[src/rtl/csc_pkg.sv]
// Shared widths and types of the colour converter.
// Assumes three components per pixel and a row-major 3x3 coefficient set.
package csc_pkg;
    localparam int COMP_W = 8;
    localparam int NCH    = 3;
    localparam int COEF_W = 11;
    localparam int FRAC_W = 8;
    localparam int OFS_W  = 9;
    localparam int X_W    = COMP_W + 2;
    localparam int PROD_W = COEF_W + X_W;
    localparam int ACC_W  = PROD_W + 2;
    localparam int PIX_W  = NCH * COMP_W;
    localparam int NCOEF  = NCH * NCH;

    typedef enum logic [1:0] {
        MODE_PASS   = 2'b00,
        MODE_YC2RGB = 2'b01,
        MODE_RGB2YC = 2'b10,
        MODE_PASS2  = 2'b11
    } mode_e;

    typedef struct packed {
        mode_e                          mode;
        logic [NCOEF-1:0][COEF_W-1:0]   coef;
        logic [NCH-1:0][OFS_W-1:0]      ofs;
    } cfg_t;
endpackage

[src/rtl/csc_cfg_regs.sv]
// Configuration store: a programmed copy written by software and an
// active copy used by the datapath. The active copy only refreshes while
// the pipeline front is idle. Assumes DATA_W is at least 27.
module csc_cfg_regs
    import csc_pkg::*;
#(
    parameter int ADDR_W = 3,
    parameter int DATA_W = 32
) (
    input  logic              clk,
    input  logic              rst_n,
    input  logic              cfg_we,
    input  logic [ADDR_W-1:0] cfg_addr,
    input  logic [DATA_W-1:0] cfg_wdata,
    input  logic              pipe_busy,
    output cfg_t              act_cfg
);
    localparam int HI_LSB = 16;

    cfg_t prog;

    wire unused_wbits = &{1'b0, cfg_wdata[DATA_W-1:HI_LSB+COEF_W],
                          cfg_wdata[HI_LSB-1:COEF_W]};

    // Decode software writes into the programmed copy.
    always_ff @(posedge clk) begin
        if (!rst_n) begin
            prog <= '0;
        end else if (cfg_we) begin
            case (cfg_addr)
                ADDR_W'(0): prog.mode <= mode_e'(cfg_wdata[1:0]);
                ADDR_W'(1): begin
                    prog.coef[0] <= cfg_wdata[COEF_W-1:0];
                    prog.coef[1] <= cfg_wdata[HI_LSB +: COEF_W];
                end
                ADDR_W'(2): begin
                    prog.coef[2] <= cfg_wdata[COEF_W-1:0];
                    prog.coef[3] <= cfg_wdata[HI_LSB +: COEF_W];
                end
                ADDR_W'(3): begin
                    prog.coef[4] <= cfg_wdata[COEF_W-1:0];
                    prog.coef[5] <= cfg_wdata[HI_LSB +: COEF_W];
                end
                ADDR_W'(4): begin
                    prog.coef[6] <= cfg_wdata[COEF_W-1:0];
                    prog.coef[7] <= cfg_wdata[HI_LSB +: COEF_W];
                end
                ADDR_W'(5): begin
                    prog.coef[8] <= cfg_wdata[COEF_W-1:0];
                    prog.ofs[0]  <= cfg_wdata[HI_LSB +: OFS_W];
                end
                ADDR_W'(6): begin
                    prog.ofs[1]  <= cfg_wdata[OFS_W-1:0];
                    prog.ofs[2]  <= cfg_wdata[HI_LSB +: OFS_W];
                end
                default: ;
            endcase
        end
    end

    // Copy programmed values into the active set when nothing is in flight.
    always_ff @(posedge clk) begin
        if (!rst_n)
            act_cfg <= '0;
        else if (!pipe_busy)
            act_cfg <= prog;
    end
endmodule

[src/rtl/csc_pre_stage.sv]
// Stage 1: splits the pixel into components and applies the offsets.
// In luma/chroma-to-RGB mode offsets join the inputs. In RGB-to-luma/chroma
// mode they are carried on to be added after the matrix.
module csc_pre_stage
    import csc_pkg::*;
(
    input  logic                        clk,
    input  logic                        rst_n,
    input  logic                        in_valid,
    input  logic [PIX_W-1:0]            pix_in,
    input  cfg_t                        act_cfg,
    output logic                        s1_valid,
    output mode_e                       s1_mode,
    output logic [PIX_W-1:0]            s1_raw,
    output logic [NCH-1:0][X_W-1:0]     s1_x,
    output logic [NCH-1:0][OFS_W-1:0]   s1_post
);
    // Register valid, mode and the untouched pixel for the pass-through path.
    always_ff @(posedge clk) begin
        if (!rst_n) begin
            s1_valid <= 1'b0;
            s1_mode  <= MODE_PASS;
            s1_raw   <= '0;
        end else begin
            s1_valid <= in_valid;
            s1_mode  <= act_cfg.mode;
            s1_raw   <= pix_in;
        end
    end

    for (genvar ch = 0; ch < NCH; ch++) begin : g_ch
        logic [COMP_W-1:0] comp;
        logic [OFS_W-1:0]  ofs;
        logic [X_W-1:0]    x_n;
        logic [OFS_W-1:0]  post_n;

        assign comp = pix_in[(NCH-1-ch)*COMP_W +: COMP_W];
        assign ofs  = act_cfg.ofs[ch];

        // Choose where this component's offset goes for the current mode.
        always_comb begin
            x_n    = {2'b00, comp};
            post_n = '0;
            if (act_cfg.mode == MODE_YC2RGB)
                x_n = {2'b00, comp} + {{(X_W-OFS_W){ofs[OFS_W-1]}}, ofs};
            else if (act_cfg.mode == MODE_RGB2YC)
                post_n = ofs;
        end

        // Hold the offset component and its deferred offset.
        always_ff @(posedge clk) begin
            if (!rst_n) begin
                s1_x[ch]    <= '0;
                s1_post[ch] <= '0;
            end else begin
                s1_x[ch]    <= x_n;
                s1_post[ch] <= post_n;
            end
        end
    end
endmodule

[src/rtl/csc_mult_stage.sv]
// Stage 2: forms all nine signed products of offset components and
// coefficients. Assumes the active coefficients are stable while s1_valid.
module csc_mult_stage
    import csc_pkg::*;
(
    input  logic                          clk,
    input  logic                          rst_n,
    input  logic                          s1_valid,
    input  mode_e                         s1_mode,
    input  logic [PIX_W-1:0]              s1_raw,
    input  logic [NCH-1:0][X_W-1:0]       s1_x,
    input  logic [NCH-1:0][OFS_W-1:0]     s1_post,
    input  cfg_t                          act_cfg,
    output logic                          s2_valid,
    output mode_e                         s2_mode,
    output logic [PIX_W-1:0]              s2_raw,
    output logic [NCH-1:0][OFS_W-1:0]     s2_post,
    output logic [NCOEF-1:0][PROD_W-1:0]  s2_prod
);
    // Carry control, the raw pixel and the deferred offsets along.
    always_ff @(posedge clk) begin
        if (!rst_n) begin
            s2_valid <= 1'b0;
            s2_mode  <= MODE_PASS;
            s2_raw   <= '0;
            s2_post  <= '0;
        end else begin
            s2_valid <= s1_valid;
            s2_mode  <= s1_mode;
            s2_raw   <= s1_raw;
            s2_post  <= s1_post;
        end
    end

    for (genvar r = 0; r < NCH; r++) begin : g_row
        for (genvar c = 0; c < NCH; c++) begin : g_col
            logic signed [PROD_W-1:0] prod_n;

            assign prod_n = $signed(s1_x[c]) * $signed(act_cfg.coef[r*NCH+c]);

            // Register one matrix product.
            always_ff @(posedge clk) begin
                if (!rst_n)
                    s2_prod[r*NCH+c] <= '0;
                else
                    s2_prod[r*NCH+c] <= prod_n;
            end
        end
    end
endmodule

[src/rtl/csc_sum_stage.sv]
// Stage 3: sums each matrix row, adds the deferred offset and the rounding
// half step, drops the fraction bits and saturates to the component range.
// Selects the raw pixel in pass-through modes and zeroes idle output.
module csc_sum_stage
    import csc_pkg::*;
(
    input  logic                          clk,
    input  logic                          rst_n,
    input  logic                          s2_valid,
    input  mode_e                         s2_mode,
    input  logic [PIX_W-1:0]              s2_raw,
    input  logic [NCH-1:0][OFS_W-1:0]     s2_post,
    input  logic [NCOEF-1:0][PROD_W-1:0]  s2_prod,
    output logic                          out_valid,
    output logic [PIX_W-1:0]              out_pix
);
    localparam int MAXV = (1 << COMP_W) - 1;
    localparam logic signed [ACC_W-1:0] RND = ACC_W'(1 << (FRAC_W-1));
    localparam logic signed [ACC_W-1:0] TOP = ACC_W'(MAXV);

    logic [PIX_W-1:0] conv;
    logic             pass;

    assign pass = (s2_mode == MODE_PASS) || (s2_mode == MODE_PASS2);

    for (genvar r = 0; r < NCH; r++) begin : g_row
        logic signed [ACC_W-1:0] acc;
        logic signed [ACC_W-1:0] shr;
        logic [COMP_W-1:0]       sat;

        // Accumulate one row with offset and rounding, then saturate.
        always_comb begin
            acc = (ACC_W'($signed(s2_post[r])) <<< FRAC_W) + RND;
            for (int c = 0; c < NCH; c++)
                acc = acc + ACC_W'($signed(s2_prod[r*NCH+c]));
            shr = acc >>> FRAC_W;
            if (shr[ACC_W-1])
                sat = '0;
            else if (shr > TOP)
                sat = '1;
            else
                sat = shr[COMP_W-1:0];
        end

        assign conv[(NCH-1-r)*COMP_W +: COMP_W] = sat;
    end

    // Register the output pixel, zero when no pixel is present.
    always_ff @(posedge clk) begin
        if (!rst_n) begin
            out_valid <= 1'b0;
            out_pix   <= '0;
        end else begin
            out_valid <= s2_valid;
            out_pix   <= !s2_valid ? '0 : (pass ? s2_raw : conv);
        end
    end
endmodule

[src/rtl/csc_matrix_top.sv]
// Programmable 3x3 colour converter with three pipeline registers.
// Assumes a single clock and synchronous active-low reset; configuration
// writes are accepted any cycle and applied only between pixel bursts.
module csc_matrix_top
    import csc_pkg::*;
#(
    parameter int ADDR_W = 3,
    parameter int DATA_W = 32
) (
    input  logic              clk,
    input  logic              rst_n,
    input  logic              cfg_we,
    input  logic [ADDR_W-1:0] cfg_addr,
    input  logic [DATA_W-1:0] cfg_wdata,
    input  logic              in_valid,
    input  logic [PIX_W-1:0]  pix_in,
    output logic              out_valid,
    output logic [PIX_W-1:0]  out_pix
);
    cfg_t                          act_cfg;
    logic                          s1_valid;
    mode_e                         s1_mode;
    logic [PIX_W-1:0]              s1_raw;
    logic [NCH-1:0][X_W-1:0]       s1_x;
    logic [NCH-1:0][OFS_W-1:0]     s1_post;
    logic                          s2_valid;
    mode_e                         s2_mode;
    logic [PIX_W-1:0]              s2_raw;
    logic [NCH-1:0][OFS_W-1:0]     s2_post;
    logic [NCOEF-1:0][PROD_W-1:0]  s2_prod;
    logic                          pipe_busy;

    // The front of the pipe reads the active configuration.
    assign pipe_busy = in_valid | s1_valid;

    csc_cfg_regs #(.ADDR_W(ADDR_W), .DATA_W(DATA_W)) cfg_i (
        .clk(clk), .rst_n(rst_n), .cfg_we(cfg_we), .cfg_addr(cfg_addr),
        .cfg_wdata(cfg_wdata), .pipe_busy(pipe_busy), .act_cfg(act_cfg)
    );

    csc_pre_stage pre_i (
        .clk(clk), .rst_n(rst_n), .in_valid(in_valid), .pix_in(pix_in),
        .act_cfg(act_cfg), .s1_valid(s1_valid), .s1_mode(s1_mode),
        .s1_raw(s1_raw), .s1_x(s1_x), .s1_post(s1_post)
    );

    csc_mult_stage mult_i (
        .clk(clk), .rst_n(rst_n), .s1_valid(s1_valid), .s1_mode(s1_mode),
        .s1_raw(s1_raw), .s1_x(s1_x), .s1_post(s1_post), .act_cfg(act_cfg),
        .s2_valid(s2_valid), .s2_mode(s2_mode), .s2_raw(s2_raw),
        .s2_post(s2_post), .s2_prod(s2_prod)
    );

    csc_sum_stage sum_i (
        .clk(clk), .rst_n(rst_n), .s2_valid(s2_valid), .s2_mode(s2_mode),
        .s2_raw(s2_raw), .s2_post(s2_post), .s2_prod(s2_prod),
        .out_valid(out_valid), .out_pix(out_pix)
    );
endmodule

[config.mk]
export PLATFORM = sky130hd
export DESIGN_NAME = csc_matrix_top
export DESIGN_NICKNAME = d
export VERILOG_FILES = /design/src/rtl/csc_pkg.sv /design/src/rtl/csc_cfg_regs.sv /design/src/rtl/csc_pre_stage.sv /design/src/rtl/csc_mult_stage.sv /design/src/rtl/csc_sum_stage.sv /design/src/rtl/csc_matrix_top.sv
export SDC_FILE = /design/constraint.sdc
export NUM_CORES = 2
export LEC_CHECK = 0
export BUFFER_PORTS_ARGS = -buffer_cell sky130_fd_sc_hd__buf_4
export CAP_MARGIN = 20
export CORE_ASPECT_RATIO = 0.9
export CORE_MARGIN = 2
export CORE_UTILIZATION = 29
export CTS_BUF_LIST = sky130_fd_sc_hd__clkbuf_16
export DETAILED_ROUTE_END_ITERATION = 10
export SETUP_SLACK_MARGIN = 0.2
export SLEW_MARGIN = 20
export SYNTH_ARGS = -nofsm -noshare
export SYNTH_HDL_FRONTEND = slang
export SYNTH_SLANG_ARGS = --single-unit
[constraint.sdc]
create_clock -name clk -period 13 [get_ports clk]
set_input_delay 1.95 -clock clk [delete_from_list [all_inputs] [get_ports clk]]
set_output_delay 1.95 -clock clk [all_outputs]
set_load 0.05 [all_outputs]
### After elaboration in Yosys (flattened, before gate mapping)

Cells that the tools add are included.

| storage, ports and cells | value |
|---|---|
| input port bits | 63 |
| output and inout bits | 25 |
| register bits after elaboration | 608 |
| logic and storage cells | 117 |

| cells by class | value |
|---|---|
| bitwise logic cells | 3 |
| add/subtract/negate cells | 15 |
| multiply operators | 9 |
| $lt $le $gt $ge | 3 |
| reductions and logical operators | 13 |
| equality and inequality tests | 9 |
| mux-type cells | 10 |

Operators with widths:

| operator | count |
|---|---|
| $mul 10x11->21 | 9 |
| $add 23x21->23 | 6 |
| $mux 8 | 9 |
| $add 18x21->22 | 3 |
| $add 17x9->18 const B | 3 |
| $gt 15x9->1 const B | 3 |
| $add 9x9->10 | 3 |
| $mux 24 | 1 |
| $reduce_and 2->1 | 9 |
| $eq 3x3->1 const B | 3 |
| $eq 3x2->1 const B | 2 |
| $eq 2x2->1 const B | 2 |
| $eq 3x1->1 const B | 1 |
| $logic_not 3->1 | 1 |
| $reduce_or 3->1 | 1 |
| $eq 2x1->1 const B | 1 |
| $logic_not 2->1 | 1 |
| $not 1->1 | 2 |
| $logic_or 1x1->1 | 1 |
| $or 1x1->1 | 1 |

### Longest topological paths before layout

| depth | value |
|---|---|
| word-level depth | 8 |
| gate-level depth with buffers | 22 |
| gate-level depth less buffers | 22 |

### By module

A second synthesis with hierarchy kept.

| unflattened totals | value |
|---|---|
| cell total of the unflattened synthesis | 7152 |
| area total of the unflattened synthesis | 64927.3 um^2 |

By module, submodules not included:

| module | area each (um^2) | instances | cells an instance |
|---|---|---|---|
| csc_mult_stage | 45009.4 | 1 | 5070 |
| csc_cfg_regs | 9536.6 | 1 | 857 |
| csc_sum_stage | 6954.2 | 1 | 875 |
| csc_pre_stage | 3420.8 | 1 | 349 |
| csc_matrix_top | 6.3 | 1 | 1 |

### Worst setup path before layout

OpenSTA, ideal clock, no wires.

| path | value |
|---|---|
| kind | reg-to-reg |
| start point | register pre_i.s1_x[11] (netlist name) |
| end point | register mult_i.s2_prod[104] (netlist name) |
| data required time | 12.872 ns |
| path buffers | 1 |
| path slack | 7.816 ns |
| arrival | 5.056 ns |
| period minus slack after synthesis | 5.184 ns |
| stages on the path, launching flop included | 20 |
| path through | dfxtp_1 > clkbuf_1 > nand2_1 > fa_1 > inv_1 > fa_1 > inv_1 > fa_1 > inv_1 > fa_1 > fa_1 > ha_1 > a21oi_1 > o21ai_1 > a41o_1 > o41ai_2 > o211ai_1 > o41ai_1 > xnor2_1 > nor2_1 |

| between the ends | value |
|---|---|
| word-level cells in the longest chain between the ends | 1 |

Ends and longest elaborated chain:

| what | RTL line | text |
|---|---|---|
| start, declared | csc_pre_stage.sv:15 | `output logic [NCH-1:0][X_W-1:0] s1_x,` |
| start signal, assigned by index | csc_pre_stage.sv:56 | `s1_x[ch] <= x_n;` |
| $mul 10x11->21 | csc_mult_stage.sv:39 | `assign prod_n = $signed(s1_x[c]) * $signed(act_cfg.coef[r*NCH+c]);` |
| end signal, assigned by index | csc_mult_stage.sv:46 | `s2_prod[r*NCH+c] <= prod_n;` |
| end, declared | csc_mult_stage.sv:18 | `output logic [NCOEF-1:0][PROD_W-1:0] s2_prod` |

No other way between the ends.
A chain may end at the register's enable or synchronous reset.

### Worst setup path after layout

| path | value |
|---|---|
| start point | register pre_i.s1_x[3] (netlist name) |
| end point | register mult_i.s2_prod[17] (netlist name) |

Same word-level chain as after synthesis.

==> results.ini <==
[sta]
period_share=0.481
hold_viol=0
period_needed_ps=6250
fin_skew_ps=42.5
tightest_slew_ps=1090
setup_tns_ps=0
maxSlewViolCount=0
setup_violations=0
max-slew-margin-rel=0.276
fmax_mhz=160
rsz0062_at_grt=false

[worst_hold_path]
hold_path.class=flop to flop
hp-start=pre_i.s1_post[0]
holdPathStages=1
hold_end=mult_i.s2_post[0]

[synth]
yosys.cell_types.count=74
ys.flop_type=dfxtp_1
yosys-top-cells-count=nand2_1 (1083), fa_1 (960), inv_1 (943), dfxtp_1 (608), ha_1 (585)
yosysTopAreaCell=fa_1
avgSynthCellArea_sq_um=9.13
synth_top_area_frac=0.313
ys_ff_latch=608
yosysSeqAreaShare=0.199
synth_nets=8320
yosysWarningCount=0
async_flop_share=0
synthCells=6712
syn_area_sq_um=61300
synth.most_common_cell=nand2_1
synth-edff-count=0
synthTopCellsByArea=fa_1 (31%), dfxtp_1 (20%), ha_1 (12%)

[floorplan]
fp.dieW_um=489
die_h_um=440
ioPinCount=88
num_rows=160
initial_core_util=0.291
core_area_sq_um=211000
dieArea_sq_um=215000

[routing]
drt_iter0_drc=2878
route.detailed.drc=0
ant_nets=0
routed_wl_um=169000
vias=44300
firstDrtPassIters=5
wl_per_cell_um=17.8
via_per_inst=4.67

[clock_network]
cts_root_buffer=clkbuf_16
cts.htree.levels=3
cts_setup_buffers=0
postCtsHoldBufs=0
cts.clk_slew.worst_paths_ps=60
cts_buffers=73
cts.sink_count=608
cts_tree=yes
cts_resized=0
clkLatencyLatePin_ps=700
cts_buffer_depth=3

[run_status]
status=finished clean

[power_and_ir_drop]
net-switching-power_w=0.00116
pwr-share-clk=0.483
leakagePower_nw=29.7
power.density_nw_per_um2=64.4
intPower_w=0.00316
seqPwrFrac=0.447
ir_worst_vdd_mv=0.0950
power_frac_comb=0.070
swShare=0.268

[setup_path]
path_common_cell=a21o_1
r2r_end=mult_i.s2_prod[17]
worstSetupPathType=flop to flop
crit_arrival_ps=6840
path_cells=nand2_1 -> fa_1 -> inv_1 -> ha_1 -> ha_1 -> inv_1 -> fa_1 -> fa_1 -> inv_1 -> ha_1 -> a21o_1 -> a21o_1 -> a21o_1 -> a21o_1 -> a21oi_1 -> o21ai_1 -> o41ai_1 -> o21bai_1 -> xor2_1 -> and2_1
crit_path_top_delay_cell=dfxtp_2
rr_worst_depth=20
slowest_delay_ps=970
crit_fanout=33
rr_startpoint=pre_i.s1_x[3]
reg2reg_slack_ps=6750
cp.required_ps=13590
critPathCaptureType=flop
start_kind=flop

[global_routing]
antenna_found_initial=29
grt_pass1_vias=46400
grt_pass1_wl_um=268000
grt_usage=0.159
overflow=0
grt_max_degree=99

[cells_and_area]
nNetsFinal=8208
areaGrowthSynthToFinish_pct=9.50
fillers=21900
stdcell_count=9500
drive_gt1_frac=0.0431

[place]
numPlacedInstances=9360
gp_congestion=0.874
port_buffers=77
post-dp-hpwl_um=132000

[job]
drv_cap=0

state kept, by name, summed over array words and instances (netlist names):
name	count
sum_i.out_valid	1
mult_i.s2_prod	189
mult_i.s2_mode	2
cfg_i.prog	128
pre_i.s1_x	30
pre_i.s1_raw	24
pre_i.s1_valid	1
mult_i.s2_raw	24
pre_i.s1_post	27
cfg_i.act_cfg	128
pre_i.s1_mode	2
mult_i.s2_post	27
sum_i.out_pix	24
mult_i.s2_valid	1
stage by stage:
step	cell area (sq um)	util	hold slack (ps)	setup slack (ps)	total power [W]
2_1_floorplan	61300	-	412	7820	0.00213
3_3_place_gp	64700	0.307	414	6860	0.00227
3_5_place_dp	64700	0.307	418	6800	0.00227
4_1_cts	67100	0.319	429	6770	0.00437
5_1_grt	67100	0.319	437	6440	0.00448
6_report	67100	0.319	426	6750	0.00432
layout by cell type (no fill, tap or decap), types with 126 or more instances in the layout:
cell type / Yosys / layout
nand2_1: 1083 / 1082
fa_1: 960 / 960
inv_1: 943 / 949
dfxtp_1: 608 / 602
ha_1: 585 / 585
and2_1: 583 / 583
a21oi_1: 428 / 428
nor2_1: 234 / 233
xnor2_1: 179 / 179
buf_4: 0 / 126
worst max-delay path: cells and delay by family (launching register included):
| family | cells | cell delay [ps] |
|---|---|---|
| fa+ha+maj | 6 | 2330 |
| compound gates | 8 | 2220 |
| simple gates | 2 | 320 |
| buf+inv | 3 | 140 |
| flops | 1 | 970 |
| xor+xnor | 1 | 180 |
cell families after synthesis:
family | after synthesis | share of synthesized area
compound gates | 786 | 0.0776
xor+xnor | 290 | 0.0414
fa+ha+maj | 1545 | 0.433
buf+inv | 1256 | 0.0769
flops | 608 | 0.199
mux | 6 | 0.00100
simple gates | 2221 | 0.172
layer usage:
layer | global-route usage | routed length (um) | up-vias | part of all wire
met1 | 0.212 | 74400 | 22300 | 0.44
met2 | 0.266 | 79400 | 1119 | 0.47
li1 | - | - | 20600 | -
met5 | 0 | 36 | - | 0.00021
met3 | 0.0221 | 9240 | 241 | 0.055
met4 | 0.0515 | 5610 | 4 | 0.033
cell type report:
cell class,count,area (sq um),area share
timing repair buffer,126,946,0.0141
inverter,943,3550,0.0528
clock inverter,60,597,0.00889
sequential,608,12200,0.181
antenna,7,17.5,0.000261
multi-input combinational,4848,44500,0.662
tap,2835,3550,0.0528
clock buffer,73,1830,0.0272
how the worst max path moves through the flow:
stage	slack [ps]	from	end
2_1_floorplan	7820	pre_i.s1_x[11]	mult_i.s2_prod[104]
3_3_place_gp	6860	pre_i.s1_x[3]	mult_i.s2_prod[17]
3_5_place_dp	6800	pre_i.s1_x[3]	mult_i.s2_prod[17]
4_1_cts	6770	pre_i.s1_x[3]	mult_i.s2_prod[17]
5_1_grt	6440	pre_i.s1_x[3]	mult_i.s2_prod[19]
6_report	6750	pre_i.s1_x[3]	mult_i.s2_prod[17]
power by group through the flow:
stage	clock [W]	combinational, W	sequential, W
2_1_floorplan	0	0.000185	0.00195
3_3_place_gp	0	0.000295	0.00197
3_5_place_dp	0	0.000300	0.00197
4_1_cts	0.00214	0.000302	0.00193
5_1_grt	0.00221	0.000330	0.00194
6_report	0.00209	0.000303	0.00193
Note: power is estimated with default switching activity, not from simulation.
